File: config.mk
export PLATFORM = sky130hd
export DESIGN_NAME = adc_frame_seq
export DESIGN_NICKNAME = d
export VERILOG_FILES = /design/src/rtl/adc_seq_pkg.sv /design/src/rtl/adc_seq_wdog.sv /design/src/rtl/adc_seq_ctrl.sv /design/src/rtl/adc_seq_capture.sv /design/src/rtl/adc_frame_seq.sv
export SDC_FILE = /design/constraint.sdc
export NUM_CORES = 1
export LEC_CHECK = 0
export BUFFER_PORTS_ARGS = -buffer_cell sky130_fd_sc_hd__clkbuf_2
export CORE_ASPECT_RATIO = 1.5
export CORE_MARGIN = 2
export CORE_UTILIZATION = 58
export CTS_BUF_LIST = sky130_fd_sc_hd__clkbuf_4 sky130_fd_sc_hd__clkbuf_8
export DETAILED_ROUTE_END_ITERATION = 12
export PLACE_DENSITY = 0.81
export SLEW_MARGIN = 20
export SYNTH_ARGS = -nofsm -noshare
export SYNTH_HDL_FRONTEND = slang
export SYNTH_SLANG_ARGS = --single-unit
File: constraint.sdc
create_clock -name clk -period 1.7 [get_ports clk]
set_input_delay 0.34 -clock clk [delete_from_list [all_inputs] [get_ports clk]]
set_output_delay 0.34 -clock clk [all_outputs]
set_load 0.03 [all_outputs]
File: src/rtl/adc_seq_pkg.sv
package adc_seq_pkg;

    typedef enum logic [2:0] {
        ST_IDLE,
        ST_START,
        ST_WRISE,
        ST_WFALL,
        ST_RLO,
        ST_RHI
    } seq_state_e;

    localparam int unsigned USED_CH = 3;
    localparam int unsigned SEL_W   = 8;

    function automatic int unsigned ns_to_cycles(input int unsigned mhz, input int unsigned ns);
        return (mhz * ns) / 1000;
    endfunction

    function automatic int unsigned max3(input int unsigned a, input int unsigned b, input int unsigned c);
        int unsigned m;
        m = (a > b) ? a : b;
        return (m > c) ? m : c;
    endfunction

endpackage

File: src/rtl/adc_seq_wdog.sv
module adc_seq_wdog #(
    parameter int unsigned LIMIT = 500
) (
    input  logic clk,
    input  logic rst,
    input  logic run,
    output logic expire
);
    localparam int unsigned CW = $clog2(LIMIT + 1);
    localparam logic [CW-1:0] LAST = CW'(LIMIT - 1);

    logic [CW-1:0] cnt;

    always_ff @(posedge clk) begin
        if (rst || !run) begin
            cnt <= '0;
        end else if (cnt != LAST) begin
            cnt <= cnt + 1'b1;
        end
    end

    assign expire = run && (cnt == LAST);
endmodule

File: src/rtl/adc_seq_ctrl.sv
module adc_seq_ctrl
    import adc_seq_pkg::*;
#(
    parameter int unsigned NUM_CH    = 6,
    parameter int unsigned START_CYC = 2,
    parameter int unsigned RD_LOW    = 3,
    parameter int unsigned RD_HIGH   = 2,
    parameter int unsigned IDX_W     = $clog2(NUM_CH)
) (
    input  logic             clk,
    input  logic             rst,
    input  logic             sample_req,
    input  logic             busy,
    input  logic             wdog_expire,
    output logic             conv_start,
    output logic             cs_n,
    output logic             rd_n,
    output logic             wait_act,
    output logic             cap_en,
    output logic             frame_done,
    output logic [IDX_W-1:0] cap_idx
);
    localparam int unsigned PH_W = $clog2(max3(START_CYC, RD_LOW, RD_HIGH) + 1);
    localparam logic [PH_W-1:0] START_LAST = PH_W'(START_CYC - 1);
    localparam logic [PH_W-1:0] LOW_LAST   = PH_W'(RD_LOW - 1);
    localparam logic [PH_W-1:0] HIGH_LAST  = PH_W'(RD_HIGH - 1);
    localparam logic [IDX_W-1:0] IDX_LAST  = IDX_W'(NUM_CH - 1);

    seq_state_e      state;
    logic [PH_W-1:0] ph;

    assign wait_act   = (state == ST_WRISE) || (state == ST_WFALL);
    assign cap_en     = (state == ST_RLO) && (ph == LOW_LAST);
    assign frame_done = cap_en && (cap_idx == IDX_LAST);

    always_ff @(posedge clk) begin
        if (rst) begin
            state      <= ST_IDLE;
            ph         <= '0;
            cap_idx    <= '0;
            conv_start <= 1'b0;
            cs_n       <= 1'b1;
            rd_n       <= 1'b1;
        end else begin
            unique case (state)
                ST_IDLE: begin
                    if (sample_req && !busy) begin
                        state      <= ST_START;
                        conv_start <= 1'b1;
                        ph         <= '0;
                    end
                end
                ST_START: begin
                    if (ph == START_LAST) begin
                        conv_start <= 1'b0;
                        state      <= ST_WRISE;
                        ph         <= '0;
                    end else begin
                        ph <= ph + 1'b1;
                    end
                end
                ST_WRISE: begin
                    if (wdog_expire) begin
                        state <= ST_IDLE;
                    end else if (busy) begin
                        state <= ST_WFALL;
                    end
                end
                ST_WFALL: begin
                    if (wdog_expire) begin
                        state <= ST_IDLE;
                    end else if (!busy) begin
                        state   <= ST_RLO;
                        cs_n    <= 1'b0;
                        rd_n    <= 1'b0;
                        ph      <= '0;
                        cap_idx <= '0;
                    end
                end
                ST_RLO: begin
                    if (ph == LOW_LAST) begin
                        rd_n <= 1'b1;
                        ph   <= '0;
                        if (cap_idx == IDX_LAST) begin
                            cs_n  <= 1'b1;
                            state <= ST_IDLE;
                        end else begin
                            state <= ST_RHI;
                        end
                    end else begin
                        ph <= ph + 1'b1;
                    end
                end
                ST_RHI: begin
                    if (ph == HIGH_LAST) begin
                        rd_n    <= 1'b0;
                        ph      <= '0;
                        cap_idx <= cap_idx + 1'b1;
                        state   <= ST_RLO;
                    end else begin
                        ph <= ph + 1'b1;
                    end
                end
                default: state <= ST_IDLE;
            endcase
        end
    end
endmodule

File: src/rtl/adc_seq_capture.sv
module adc_seq_capture
    import adc_seq_pkg::*;
#(
    parameter int unsigned DATA_W  = 16,
    parameter int unsigned IDX_W   = 3,
    parameter logic [USED_CH*SEL_W-1:0] SEL_MAP = '0
) (
    input  logic                             clk,
    input  logic                             rst,
    input  logic                             cap_en,
    input  logic                             frame_done,
    input  logic [IDX_W-1:0]                 cap_idx,
    input  logic [DATA_W-1:0]                din,
    output logic [USED_CH-1:0][DATA_W-1:0]   res,
    output logic                             res_valid
);
    for (genvar k = 0; k < USED_CH; k++) begin : g_slot
        localparam int unsigned SEL = int'(SEL_MAP[k*SEL_W +: SEL_W]);
        logic [DATA_W-1:0] shadow;
        logic              hit;

        assign hit = (int'(cap_idx) == SEL);

        always_ff @(posedge clk) begin
            if (rst) begin
                shadow <= '0;
                res[k] <= '0;
            end else begin
                if (cap_en && hit) begin
                    shadow <= din;
                end
                if (frame_done) begin
                    res[k] <= hit ? din : shadow;
                end
            end
        end
    end

    always_ff @(posedge clk) begin
        if (rst) begin
            res_valid <= 1'b0;
        end else begin
            res_valid <= frame_done;
        end
    end
endmodule

File: src/rtl/adc_frame_seq.sv
module adc_frame_seq
    import adc_seq_pkg::*;
#(
    parameter int unsigned DATA_W      = 16,
    parameter int unsigned NUM_CH      = 6,
    parameter int unsigned CLK_MHZ     = 100,
    parameter int unsigned BUSY_TMO_NS = 5000,
    parameter int unsigned START_CYC   = 2,
    parameter int unsigned RD_LOW      = 3,
    parameter int unsigned RD_HIGH     = 2,
    parameter int unsigned LINE_CH     = 0,
    parameter int unsigned BUS_CH      = 1,
    parameter int unsigned IND_CH      = 2
) (
    input  logic              clk,
    input  logic              rst,
    input  logic              sample_req,
    input  logic              busy,
    input  logic [DATA_W-1:0] adc_data,
    output logic              conv_start,
    output logic              cs_n,
    output logic              rd_n,
    output logic [DATA_W-1:0] line_v,
    output logic [DATA_W-1:0] bus_v,
    output logic [DATA_W-1:0] ind_i,
    output logic              res_valid
);
    localparam int unsigned IDX_W   = $clog2(NUM_CH);
    localparam int unsigned TMO_CYC = ns_to_cycles(CLK_MHZ, BUSY_TMO_NS);
    localparam logic [USED_CH*SEL_W-1:0] SEL_MAP =
        {SEL_W'(IND_CH), SEL_W'(BUS_CH), SEL_W'(LINE_CH)};

    logic                            wait_act;
    logic                            wdog_expire;
    logic                            cap_en;
    logic                            frame_done;
    logic [IDX_W-1:0]                cap_idx;
    logic [USED_CH-1:0][DATA_W-1:0]  res;

    adc_seq_ctrl #(
        .NUM_CH   (NUM_CH),
        .START_CYC(START_CYC),
        .RD_LOW   (RD_LOW),
        .RD_HIGH  (RD_HIGH),
        .IDX_W    (IDX_W)
    ) u_ctrl (
        .clk        (clk),
        .rst        (rst),
        .sample_req (sample_req),
        .busy       (busy),
        .wdog_expire(wdog_expire),
        .conv_start (conv_start),
        .cs_n       (cs_n),
        .rd_n       (rd_n),
        .wait_act   (wait_act),
        .cap_en     (cap_en),
        .frame_done (frame_done),
        .cap_idx    (cap_idx)
    );

    adc_seq_wdog #(
        .LIMIT(TMO_CYC)
    ) u_wdog (
        .clk   (clk),
        .rst   (rst),
        .run   (wait_act),
        .expire(wdog_expire)
    );

    adc_seq_capture #(
        .DATA_W (DATA_W),
        .IDX_W  (IDX_W),
        .SEL_MAP(SEL_MAP)
    ) u_cap (
        .clk       (clk),
        .rst       (rst),
        .cap_en    (cap_en),
        .frame_done(frame_done),
        .cap_idx   (cap_idx),
        .din       (adc_data),
        .res       (res),
        .res_valid (res_valid)
    );

    assign line_v = res[0];
    assign bus_v  = res[1];
    assign ind_i  = res[2];
endmodule

Yosys cells after proc, flatten, opt, wreduce, memory -nomap -nowiden
Cells that the tools add are included.
- register bits after elaboration: 117
- input port bits: 20
- word-level logic and storage cells: 96
- add/sub/neg operators: 3
- eq/ne operators: 21
- multiplexer cells: 33
- reductions and logical operators: 25
- operator list (cell ; count):
    two-way mux 16 bit ; 3
    two-way mux 3 bit ; 12
    case mux 3 bit (6 select lines) ; 1
    two-way mux 2 bit ; 5
    AND reduction 5 bit ; 2
    adder 9 x 1 -> 9 bit, second input constant ; 1
    == test 3 x 2 -> 1 bit, second input constant ; 3
    == test 3 bit, second input constant ; 3
    == test 9 bit, second input constant ; 1
    inequality test 9 bit, second input constant ; 1
    inequality test 2 bit, second input constant ; 4
    case mux 2 bit (4 select lines) ; 1
    AND reduction 4 bit ; 2
    logical AND 1 bit ; 7
    two-way mux 1 bit ; 7
    == test 3 x 1 -> 1 bit, second input constant ; 2
    logical NOT 3 bit ; 2
    inequality test 2 x 1 -> 1 bit, second input constant ; 3
    inequality test 3 x 2 -> 1 bit, second input constant ; 2
    case mux 3 bit (2 select lines) ; 1
    AND reduction 6 bit ; 1
    nonzero test 2 bit ; 3
    case mux 1 bit (2 select lines) ; 2
    nonzero test 4 bit ; 1
    10 further kinds ; 12

Logic depth before layout (Yosys ltp)
Gate-level depths: netlist of run 1.
- depth after elaboration: 5
- gate-level depth with buffers: 8

Cells and area by module
From an unflattened synthesis of run 1, not the netlist that was laid out.
- cell total of the unflattened synthesis: 620
- area total of the unflattened synthesis: 4997.3 sq um
- modules (own cells, without submodules) (module ; times used ; cells an instance ; area each (sq um) ; sequential area each (sq um)):
    adc_seq_capture ; 1 ; 491 ; 3912.5 ; 1941.9
    adc_seq_ctrl ; 1 ; 81 ; 668.1 ; 220.2
    adc_seq_wdog ; 1 ; 48 ; 416.6 ; 180.2

Least setup slack after synthesis of run 1
Ideal clock, no wire load.
- path type: register to register
- start point: reg u_ctrl.state[2]
- end point: reg u_cap.res[20] (netlist name)
- data arrival time: 1368 ps
- path slack: 189 ps
- stages on the path, launching flop included: 9
- clock period less this slack: 1511 ps
- cells stage by stage: dfxtp_1 buf_4 nor2b_1 buf_2 nand4_1 buf_2 buf_4 nand2_1 a21oi_2
- longest elaborated chain between the ends: 3
- RTL lines (element ; RTL line ; source):
    start, declared ; adc_seq_ctrl.sv:29 ; seq_state_e state;
    start signal, assigned ; adc_seq_ctrl.sv:38 ; state <= ST_IDLE;
    start signal, assigned ; adc_seq_ctrl.sv:48 ; state <= ST_START;
    start signal, assigned ; adc_seq_ctrl.sv:56 ; state <= ST_WRISE;
    == test 3 bit ; adc_seq_ctrl.sv:33 ; assign cap_en = (state == ST_RLO) && (ph == LOW_LAST);
    logical AND 1 bit ; adc_seq_ctrl.sv:33 ;
    logical AND 1 bit ; adc_seq_ctrl.sv:34 ; assign frame_done = cap_en && (cap_idx == IDX_LAST);
    end signal, assigned by index ; adc_seq_capture.sv:33 ; res[k] <= hit ? din : shadow;
    end, declared ; adc_seq_capture.sv:14 ; output logic [USED_CH-1:0][DATA_W-1:0] res,
Every way passes these cells.
A chain may end at the register's enable or synchronous reset.

Worst setup path in the final report of run 1
- start point: reg u_wdog.cnt[0]
- end point: reg u_ctrl.state[0]
- longest elaborated chain between the ends: 4
- elaborated cells between the ends (all ways): 8
- RTL lines (element ; RTL line ; source):
    start, declared ; adc_seq_wdog.sv:12 ; logic [CW-1:0] cnt;
    start signal, assigned ; adc_seq_wdog.sv:18 ; cnt <= cnt + 1'b1;
    == test 9 bit (*) ; adc_seq_wdog.sv:22 ; assign expire = run && (cnt == LAST);
    logical AND 1 bit (*) ; adc_seq_wdog.sv:22 ;
    inequality test 3 x 2 -> 1 bit (no source line), or another cell as far along ; n/a ;
    AND reduction 6 bit (no source line) or case mux 3 bit (6 select lines) (tied branches) ; n/a ;
Every way passes the cells marked *; elsewhere a longest branch is shown, timed or not.

==> results by group, run 1 <==
Status
  • Outcome: finished, final reports clean

Global routing
  • Global Route met3 Usage: 0.0678
  • First-pass GRT wire length: between 15 and 20 mm
  • GR Util met1: 0.239
  • All-layer global routing usage: 0.225
  • Vias in the first global route: approximately 3500
  • Grt ovf: 0
  • GR peak layer: met2
  • Met2 Usage GRT: 0.406
  • Antenna violations before repair: 0
  • Largest net degree at the start of global routing: 81

Clock tree
  • CTS tree: yes
  • Root Buffer: clkbuf_8
  • Clk sinks: approximately 120
  • H-Tree Depth: 4
  • Worst skew pair latency: ~0.42 ns
  • Longest Clk Path Bufs: 2
  • Clock-pin slew on the worst setup and hold paths: 0.07 ns
  • Num CTS Buffers: 17

Yosys
  • Synth cell types: 43
  • Commonest register cell after synthesis: dfxtp_1
  • Post-synthesis net count: 529
  • Post-synthesis sequential area ratio: 0.499
  • Syn Area/Cell: between 9 and 10 µm²
  • Cells after Synth: ~500
  • Most numerous cell in the Yosys netlist: dfxtp_1
  • Synth Area in Adders: 0.0133
  • Asr flop ratio synth: 0
  • Post-Synth Simple-Gate Area: 0.205
  • Synth Cell Area: ~4700 µm²
  • Mux share of post-synthesis cell area: 0.107
  • EDFF count, synth: 0
  • Synthesis-stage register bit count: 117
  • Synth Area in Compound Gates: 0.111
  • Cell taking the most area after synthesis: dfxtp_1
  • Synth area leaders: dfxtp_1, mux2i_1, nand2_1
  • Yosys warns: 0
  • Main combinational cell family by area after synthesis: simple AND/OR/NAND/NOR gates
  • XOR/XNOR Fraction of Synth Area: 0.00934
  • Share of the synthesized area in the top cell type: 0.499
  • Synth cell count leaders: dfxtp_1, nand2_1, nor2_1

Placed design
  • Placed inst area: ~5100 µm²
  • GP Congestion: roughly 0.82
  • Port Buf Inserts: slightly above 70
  • HPWL after detailed placement: ~6.4 mm

Power and ir drop
  • Total power draw: approximately 5.7 mW
  • Switching pwr: roughly 1.2 mW
  • Comb power frac: 0.032
  • Clock group share of total power: 0.485
  • Maximum vdd drop: approximately 590 µV
  • Sw Share: 0.206
  • Leakage Power: between 2 and 3 nW
  • Power Internal: approximately 4.6 mW
  • Seq pwr share: 0.482
  • Pwr/cell area: 1020 nW/µm²

Drt
  • WL/cell: between 10 and 15 µm
  • Initial DRC Count: 287
  • Via count: 3676
  • Wirelength, routed: between 9 and 10 mm
  • DR pass1 iterations: 5
  • Antenna Nets Post-Route: 0
  • # DRC: 0
  • Detail-routed via count per cell: between 5 and 6

Cells and area
  • Fillers: between 600 and 700
  • Fin area: about 5600 µm²
  • Final Core Density: 0.709
  • Share of layout cells above drive strength 1: 0.278
  • Syn-to-layout area delta: 19.5%
  • Final nets: roughly 600
  • # diodes: 0

Setup path
  • Critical path required time: between 2 and 2.5 ns
  • CP endpoint kind: flop
  • WS Path Type: reg2reg
  • Critical path's slowest cell: o21ai_0
  • Crit path DAT: roughly 1.9 ns
  • Critical path startpoint category: flop
  • Critical Path Max Stage Delay: about 0.46 ns
  • Crit path max fanout: 4
  • CP Cell Sequence: ha_1, nand4bb_1, o21ai_0, a221oi_2, o2bb2ai_1

Floorplanning
  • Die height: between 100 and 150 µm
  • # rows: 40
  • Initial Util: 0.593
  • Core ar.: between 7000 and 8000 µm²
  • Die width: between 70 and 80 µm
  • Die footprint: about 9000 µm²
  • I/O pin count: ~70

STA
  • RSZ-0062 raised after global routing: yes
  • Max Slew Vio Count: 0
  • Final setup violation count: 0
  • Max Clk Rate: 0.626 GHz
  • Final hold violation count: 0
  • Slew margin rel.: 0.677
  • Final clock skew: about 0.009 ns
  • Final min period: between 1.5 and 2 ns
  • Period Utilization, post-route: 0.940
  • Slew @ Worst Pin: approximately 0.48 ns

Flow run
  • Number of max-cap violations: 0

Hold path
  • Hold Crit Class: in2reg
-- power groups by stage --
stage / Combinational [mW] / Sequential (mW) / Clock [mW]
2_1_floorplan: 0.106 / 2.83 / 0
3_3_place_gp: 0.175 / 2.83 / 0
3_5_place_dp: 0.178 / 2.83 / 0
4_1_cts: 0.180 / 2.77 / 2.84
5_1_grt: 0.202 / 2.77 / 2.95
6_report: 0.185 / 2.77 / 2.79
-- worst max-delay path, delay by kind of cell (launching register included) --
family	cells	cell delay, ns
flip-flops	1	0.36
AO/OA/AOI/OAI	3	0.71
AND/OR/NAND/NOR	1	0.20
adder cells (fa/ha/maj)	1	0.21
-- cell type report --
cell class	instances	area, µm²	share of cell area
multi-input combinational	346	2100	0.376
inverter	6	22.5	0.00402
timing repair buffer	85	551	0.0982
sequential	117	2340	0.418
clock buffer	25	338	0.0603
clock inverter	7	115	0.0205
tap	105	131	0.0234
-- registers in the layout (all words and copies together), names as in the netlist --
signal / count
u_cap.res_valid: 1
u_ctrl.ph: 2
u_cap.g_slot.shadow: 48
u_ctrl.state: 3
u_cap.res: 48
u_ctrl.cs_n: 1
u_wdog.cnt: 9
u_ctrl.cap_idx: 3
u_ctrl.rd_n: 1
u_ctrl.conv_start: 1
-- per-layer routing --
metal	vias to the layer above	wire length, µm
met5	-	0
met4	0	151
met3	19	412
met2	94	5090
met1	1738	4010
li1	1825	-
-- kinds of logic after synthesis --
family | Yosys count
muxes | 50
AOI/OAI and AO/OA | 81
and+or+nand+nor | 205
xor gates and xnor gates | 5
buffers and inverters | 41
adders and majority gates | 5
DFF | 117
-- through the flow --
| stage | worst slack [ns] | setup TNS, ns | instances | hold slack, ns |
|---|---|---|---|---|
| 2_1_floorplan | 0.189 | 0 | 504 | 0.432 |
| 3_3_place_gp | 0.0346 | 0 | 658 | 0.436 |
| 3_5_place_dp | 0.0149 | 0 | 658 | 0.444 |
| 4_1_cts | 0.0297 | 0 | 690 | 0.165 |
| 5_1_grt | -0.00814 | -0.00814 | 691 | 0.193 |
| 6_report | 0.102 | 0 | 691 | 0.186 |
-- worst paths after layout --
check / slack [ns] / from / to / depth (start not counted)
worst max-delay path: 0.10 / u_wdog.cnt[0]$_SDFFE_PP0P_ / u_ctrl.state[0]$_SDFFE_PP0P_ / 5
worst min-delay path: 0.19 / adc_data[15] / u_cap.g_slot[1].shadow[15]$_SDFFE_PP0P_ / 3
worst max register to register: 0.10 / u_wdog.cnt[0]$_SDFFE_PP0P_ / u_ctrl.state[0]$_SDFFE_PP0P_ / 5
worst min register to register: 0.45 / u_cap.g_slot[2].shadow[14]$_SDFFE_PP0P_ / u_cap.res[46]$_SDFFE_PP0P_ / 2
-- placed cells by master, fill, tap and decap left out, types with 2 or more instances in the layout --
cell type,n
nand4b_1,3
nand4_1,4
inv_1,6
nand2b_1,8
buf_4,8
clkbuf_2,70
a21oi_2,20
nand2_1,80
ha_1,5
and3_1,4
a21oi_1,42
nor3_1,3
buf_12,7
nand3b_1,2
xor2_1,2
xnor2_1,3
clkinvlp_4,2
dfxtp_1,117
bufinv_16,3
o211ai_1,4
nor2_1,58
nor2b_1,4
mux2i_1,50
nand3_1,8
nand2_2,20
clkinv_2,2
o21ai_0,6
clkbuf_8,24
or3_1,3
-- repair_timing --
action	4_1_cts	5_1_grt
hold buffers	0	0
pin swaps	0	1
gates resized for setup	1	5
setup endpoints to repair	1	84
buffers inserted	0	1
Note: power is estimated with default switching activity, not from simulation.
==> run 2: changes to the inputs <==
--- a/config.mk
+++ b/config.mk
@@ -8,10 +8,10 @@
 export BUFFER_PORTS_ARGS = -buffer_cell sky130_fd_sc_hd__clkbuf_2
 export CORE_ASPECT_RATIO = 1.5
 export CORE_MARGIN = 2
-export CORE_UTILIZATION = 58
+export CORE_UTILIZATION = 33
 export CTS_BUF_LIST = sky130_fd_sc_hd__clkbuf_4 sky130_fd_sc_hd__clkbuf_8
 export DETAILED_ROUTE_END_ITERATION = 12
-export PLACE_DENSITY = 0.81
+export GPL_TIMING_DRIVEN = 0
 export SLEW_MARGIN = 20
 export SYNTH_ARGS = -nofsm -noshare
 export SYNTH_HDL_FRONTEND = slang
==> results by group, run 2 (same netlist as run 1, synthesis figures left out) <==
Setup path
  • WS Path Type: reg2reg (unchanged)
  • Crit path DAT: 2.03 ns (was 1.91 ns)
  • Critical path startpoint category: flop (unchanged)
  • Critical path required time: 2.06 ns (was 2.01 ns)
  • Cells on worst reg2reg path: 5 (unchanged)
  • CP endpoint kind: flop (unchanged)
  • Crit path max fanout: 6 (was 4)

Clock tree
  • CTS tree: yes (unchanged)
  • Longest Clk Path Bufs: 2 (unchanged)
  • Hold Buf Count CTS: 0 (unchanged)
  • Num CTS Buffers: 17 (unchanged)
  • Worst skew pair latency: 0.43 ns (was 0.42 ns)
  • H-Tree Depth: 4 (unchanged)
  • Clk sinks: 117 (unchanged)
  • Root Buffer: clkbuf_8 (unchanged)
  • Clock-pin slew on the worst setup and hold paths: 0.07 ns (about the same)

Global routing
  • Vias in the first global route: 3678 (was 3515)
  • First-pass GRT wire length: 17.7 mm (was 15.7 mm)
  • Largest net degree at the start of global routing: 17 (was 81)
  • Met2 Usage GRT: 0.274 (was 0.406)
  • Grt ovf: 0 (unchanged)
  • GR Util met1: 0.166 (was 0.239)
  • Global Route met3 Usage: 0.0374 (was 0.0678)
  • Antenna violations before repair: 0 (unchanged)
  • All-layer global routing usage: 0.152 (was 0.225)
  • GR peak layer: met2 (unchanged)

Floorplanning
  • Die width: 101 µm (was 77.4 µm)
  • I/O pin count: 72 (unchanged)
  • Core ar.: 13900 µm² (was 7910 µm²)
  • Die height: 150 µm (was 114 µm)
  • # rows: 53 (was 40)
  • Die footprint: 15200 µm² (was 8840 µm²)
  • Initial Util: 0.337 (was 0.593)

STA
  • Period Utilization, post-route: 0.982 (was 0.940)
  • Final min period: 1.67 ns (was 1.60 ns)
  • Max Clk Rate: 0.599 GHz (was 0.626 GHz)
  • Max Slew Vio Count: 0 (unchanged)
  • RSZ-0062 raised after global routing: yes (unchanged)
  • Slew @ Worst Pin: 0.793 ns (was 0.479 ns)
  • Final setup violation count: 0 (unchanged)
  • Setup TNS: 0 ns (unchanged)
  • Final hold violation count: 0 (unchanged)
  • Setup WS post-layout: 0.0304 ns (was 0.102 ns)
  • Final clock skew: 0.00945 ns (was 0.00893 ns)
  • Slew margin rel.: 0.471 (was 0.677)

Cells and area
  • Largest registers: u_cap.g_slot.shadow: 48 flops, u_cap.res: 48 flops, u_wdog.cnt: 9 flops (unchanged)
  • Register area: 2340 µm² (about the same)
  • Most frequent cells in the layout: dfxtp_1, nand2_1, clkbuf_2 (unchanged)
  • # diodes: 0 (unchanged)
  • Share of layout cells above drive strength 1: 0.295 (was 0.278)
  • Leading cell type in the layout, fill and taps excluded: dfxtp_1 (unchanged)
  • Fillers: 1373 (was 615)
  • Final nets: 629 (was 598)
  • Multi-input logic area: 2110 µm² (was 2100 µm²)
  • Syn-to-layout area delta: 25.1% (was 19.5%)

Drt
  • # DRC: 0 (unchanged)
  • Initial DRC Count: 100 (was 287)
  • Via count: 3718 (was 3676)
  • Wirelength, routed: 11.3 mm (was 9.66 mm)
  • Antenna Nets Post-Route: 0 (unchanged)
  • DR pass1 iterations: 6 (was 5)
  • Detail-routed via count per cell: 4.76 (was 5.32)
  • WL/cell: 14.4 µm (was 14.0 µm)

Power and ir drop
  • Pwr/cell area: 974 nW/µm² (was 1020 nW/µm²)
  • Maximum vdd drop: 443 µV (was 589 µV)
  • Leakage Power: 2.57 nW (was 2.50 nW)

Status
  • Outcome: finished, final reports clean (unchanged)

Placed design
  • Pre-CTS setup slack: -0.324 ns (was 0.0149 ns)
  • Port Buf Inserts: 71 (unchanged)
  • HPWL after detailed placement: 8.19 mm (was 6.43 mm)
  • GP Congestion: 0.801 (was 0.818)

Hold path
  • Hold Path Depth: 3 (unchanged)
  • Hold Crit Class: in2reg (unchanged)

Flow run
  • Number of max-cap violations: 0 (unchanged)
==> run 2: changes by cell type in the layout (fill, tap and decap cells not counted), sizes merged <==
cell and change:
clkinv +2, clkbuf +15, bufinv +1, buf +9, inv +2, clkinvlp +1
==> run 2: final timing paths <==
kind,end,start,slack (ns)
worst min-delay path,u_cap.g_slot[1].shadow[3]$_SDFFE_PP0P_,adc_data[3],0.19
worst max-delay path,u_ctrl.state[0]$_SDFFE_PP0P_,u_wdog.cnt[4]$_SDFFE_PP0P_,0.03
worst max register to register,u_ctrl.state[0]$_SDFFE_PP0P_,u_wdog.cnt[4]$_SDFFE_PP0P_,0.03
worst min register to register,u_cap.res[28]$_SDFFE_PP0P_,u_cap.g_slot[1].shadow[12]$_SDFFE_PP0P_,0.45
==> run 2: layout make-up <==
cell class              instances  area share
repair buffers                 81      0.0823
clock inverters                13      0.0307
inverters                       6     0.00384
multi-input cells             346       0.359
plain buffers                  35      0.0469
clock buffers                  18      0.0422
well taps                     165      0.0352
flip-flops and latches        117       0.399
==> run 2: timing repair <==
action | in CTS | in global routing
endpoints found under the hold margin | 0 | 0
buffers inserted | 1 | 6
endpoints found under the setup margin | 30 | 77
gates cloned | 0 | 3
resized for setup | 8 | 17
pin swaps | 1 | 4
==> run 2: where the power goes <==
part	internal (mW)	switching (mW)	total (mW)
Combinational	0.0632	0.132	0.195
Sequential	2.75	0.0124	2.76
Clock	1.62	1.14	2.76
Total	4.44	1.28	5.72
==> run 2: metal layers <==
metal	vias up	wire length, µm
met5	-	0
met2	73	6030
met1	1740	4660
met4	0	201
li1	1891	-
met3	14	357
==> run 2: per-stage QoR <==
step                std cells  hold slack [ns]  total power [mW]   util  area (µm²)
CTS                       772            0.169              5.78  0.410        5700
global placement          740            0.435              3.02  0.377        5250
floorplan                 504            0.432              2.94      -        4690
detailed placement        740            0.445              3.02  0.377        5250
global route              781            0.177              5.92  0.421        5870
finish                    781            0.191              5.72  0.421        5870
==> run 2: worst max-delay path, stage by stage, from the launching register on <==
cell and delay [ns]:
dfxtp_1 0.41, nand4_1 0.25, or2_0 0.28, clkbuf_1 0.18, a221oi_1 0.32, o2bb2ai_1 0.15
==> run 3: changes to the inputs <==
--- a/config.mk
+++ b/config.mk
@@ -8,10 +8,12 @@
 export BUFFER_PORTS_ARGS = -buffer_cell sky130_fd_sc_hd__clkbuf_2
 export CORE_ASPECT_RATIO = 1.5
 export CORE_MARGIN = 2
-export CORE_UTILIZATION = 33
+export CORE_UTILIZATION = 58
 export CTS_BUF_LIST = sky130_fd_sc_hd__clkbuf_4 sky130_fd_sc_hd__clkbuf_8
 export DETAILED_ROUTE_END_ITERATION = 12
 export GPL_TIMING_DRIVEN = 0
+export PLACE_DENSITY = 0.81
+export SETUP_SLACK_MARGIN = 0.3
 export SLEW_MARGIN = 20
 export SYNTH_ARGS = -nofsm -noshare
 export SYNTH_HDL_FRONTEND = slang
==> results by group, run 3 (same netlist as run 1, synthesis figures left out) <==
Status
  • Outcome: finished, final reports clean (unchanged)

Clock tree
  • Worst skew pair latency: 0.44 ns (was 0.43 ns)
  • Longest Clk Path Bufs: 2 (unchanged)
  • Root Buffer: clkbuf_8 (unchanged)
  • Clock-pin slew on the worst setup and hold paths: 0.07 ns (about the same)
  • Num CTS Buffers: 17 (unchanged)
  • Hold Buf Count CTS: 0 (unchanged)
  • CTS tree: yes (unchanged)
  • Clk sinks: 117 (unchanged)
  • H-Tree Depth: 4 (unchanged)

Placed design
  • Placed inst area: 5260 µm² (was 5250 µm²)
  • Pre-CTS setup slack: -0.183 ns (was -0.324 ns)
  • HPWL after detailed placement: 7.45 mm (was 8.19 mm)
  • GP Congestion: 0.833 (was 0.801)
  • Port Buf Inserts: 71 (unchanged)
  • Number of cells after detailed placement: 680 (was 740)

Floorplanning
  • # rows: 40 (was 53)
  • Die width: 77.4 µm (was 101 µm)
  • I/O pin count: 72 (unchanged)
  • Die height: 114 µm (was 150 µm)
  • Die footprint: 8840 µm² (was 15200 µm²)
  • Initial Util: 0.593 (was 0.337)
  • Core ar.: 7910 µm² (was 13900 µm²)

STA
  • Slew margin rel.: 0.384 (was 0.471)
  • Period Utilization, post-route: 0.982 (about the same)
  • Slew @ Worst Pin: 0.923 ns (was 0.793 ns)
  • Max Clk Rate: 0.599 GHz (about the same)
  • Final clock skew: 0.00905 ns (was 0.00945 ns)
  • Setup WS post-layout: 0.0303 ns (was 0.0304 ns)
  • RSZ-0062 raised after global routing: yes (unchanged)
  • Final hold violation count: 0 (unchanged)
  • Final setup violation count: 0 (unchanged)
  • Setup TNS: 0 ns (unchanged)
  • Max Slew Vio Count: 0 (unchanged)
  • Final min period: 1.67 ns (about the same)

Global routing
  • Vias in the first global route: 4042 (was 3678)
  • All-layer global routing usage: 0.284 (was 0.152)
  • GR peak layer: met2 (unchanged)
  • Global Route met3 Usage: 0.0812 (was 0.0374)
  • Largest net degree at the start of global routing: 17 (unchanged)
  • First-pass GRT wire length: 19.1 mm (was 17.7 mm)
  • Grt ovf: 0 (unchanged)
  • Antenna violations before repair: 0 (unchanged)
  • Met2 Usage GRT: 0.541 (was 0.274)
  • GR Util met1: 0.278 (was 0.166)

Hold path
  • Hold Crit Class: in2reg (unchanged)

Cells and area
  • Syn-to-layout area delta: 40.0% (was 25.1%)
  • Final instance count without filler cells: 748 (was 781)
  • Final nets: 657 (was 629)
  • Share of layout cells above drive strength 1: 0.425 (was 0.295)
  • Most frequent cells in the layout: dfxtp_1, clkbuf_2, nor2_1 (was dfxtp_1, nand2_1, clkbuf_2)
  • Leading cell type in the layout, fill and taps excluded: dfxtp_1 (unchanged)
  • # diodes: 0 (unchanged)
  • Fin area: 6570 µm² (was 5870 µm²)
  • Final Core Density: 0.830 (was 0.421)
  • Largest registers: u_cap.g_slot.shadow: 48 flops, u_cap.res: 48 flops, u_wdog.cnt: 9 flops (unchanged)

Setup path
  • Critical path startpoint category: flop (unchanged)
  • WS Path Type: reg2reg (unchanged)
  • CP endpoint kind: flop (unchanged)
  • Crit path DAT: 2.04 ns (was 2.03 ns)
  • Worst R2R Setup Slack: 0.03 ns (about the same)
  • Critical path required time: 2.07 ns (was 2.06 ns)
  • Crit path max fanout: 6 (unchanged)

Drt
  • WL/cell: 19.1 µm (was 14.4 µm)
  • Wirelength, routed: 14.3 mm (was 11.3 mm)
  • DR pass1 iterations: 5 (was 6)
  • Detail-routed via count per cell: 5.62 (was 4.76)
  • Initial DRC Count: 209 (was 100)
  • Antenna Nets Post-Route: 0 (unchanged)
  • Via count: 4205 (was 3718)
  • # DRC: 0 (unchanged)

Power and ir drop
  • Pwr/cell area: 830 nW/µm² (was 974 nW/µm²)
  • Leakage Power: 2.87 nW (was 2.57 nW)
  • Maximum vdd drop: 576 µV (was 443 µV)

Flow run
  • Number of max-cap violations: 0 (unchanged)
-- run 3: worst paths after layout --
| path | from | depth (start not counted) | to |
|---|---|---|---|
| hold / removal | adc_data[15] | 3 | u_cap.g_slot[1].shadow[15]$_SDFFE_PP0P_ |
| setup / recovery | u_ctrl.state[0]$_SDFFE_PP0P_ | 8 | u_cap.res[22]$_SDFFE_PP0P_ |
| setup reg to reg | u_ctrl.state[0]$_SDFFE_PP0P_ | 8 | u_cap.res[22]$_SDFFE_PP0P_ |
| hold reg to reg | u_cap.res[47]$_SDFFE_PP0P_ | 2 | u_cap.res[47]$_SDFFE_PP0P_ |
-- run 3: area by class of cell --
| cell class | instances | area (µm²) |
|---|---|---|
| repair buffers | 109 | 863 |
| clock inverters | 4 | 45.0 |
| clock buffers | 26 | 333 |
| well taps | 105 | 131 |
| plain buffers | 35 | 380 |
| multi-input cells | 346 | 2430 |
| inverters | 6 | 22.5 |
| flip-flops and latches | 117 | 2360 |
| fillers | 453 | 1340 |
-- run 3: through the flow --
stage	hold WS (ns)	total power, mW
6_report	0.193	5.45
5_1_grt	0.187	5.60
4_1_cts	0.165	5.43
3_5_place_dp	0.447	3.02
3_3_place_gp	0.439	3.02
2_1_floorplan	0.432	2.94
-- run 3: critical path, cell delays in order (launching register included) --
cell	delay [ns]
dfxtp_2	0.31
buf_6	0.11
nor3b_4	0.31
and4_1	0.26
buf_6	0.14
buf_12	0.14
clkbuf_16	0.15
nand2_2	0.06
a21oi_2	0.12
-- run 3: repair_timing --
item | CTS | global route
resized for setup | 59 | 73
buffers inserted | 20 | 9
cloned | 2 | 7
pin swaps | 16 | 24
endpoints found under the setup margin | 110 | 119
endpoints found under the hold margin | 0 | 0
-- run 3: per-layer routing --
| metal | up-vias | part of all wire |
|---|---|---|
| li1 | 1943 | - |
| met1 | 2074 | 0.37 |
| met2 | 147 | 0.57 |
| met3 | 41 | 0.037 |
| met4 | 0 | 0.031 |
| met5 | - | 0 |
-- run 3: power by group --
group          leakage, nW  switching, mW  internal (mW)  total [mW]
registers            0.949         0.0132           2.75        2.77
logic                 1.72          0.157         0.0913       0.248
clock network        0.202           1.04           1.39        2.44
total                 2.87           1.21           4.24        5.45
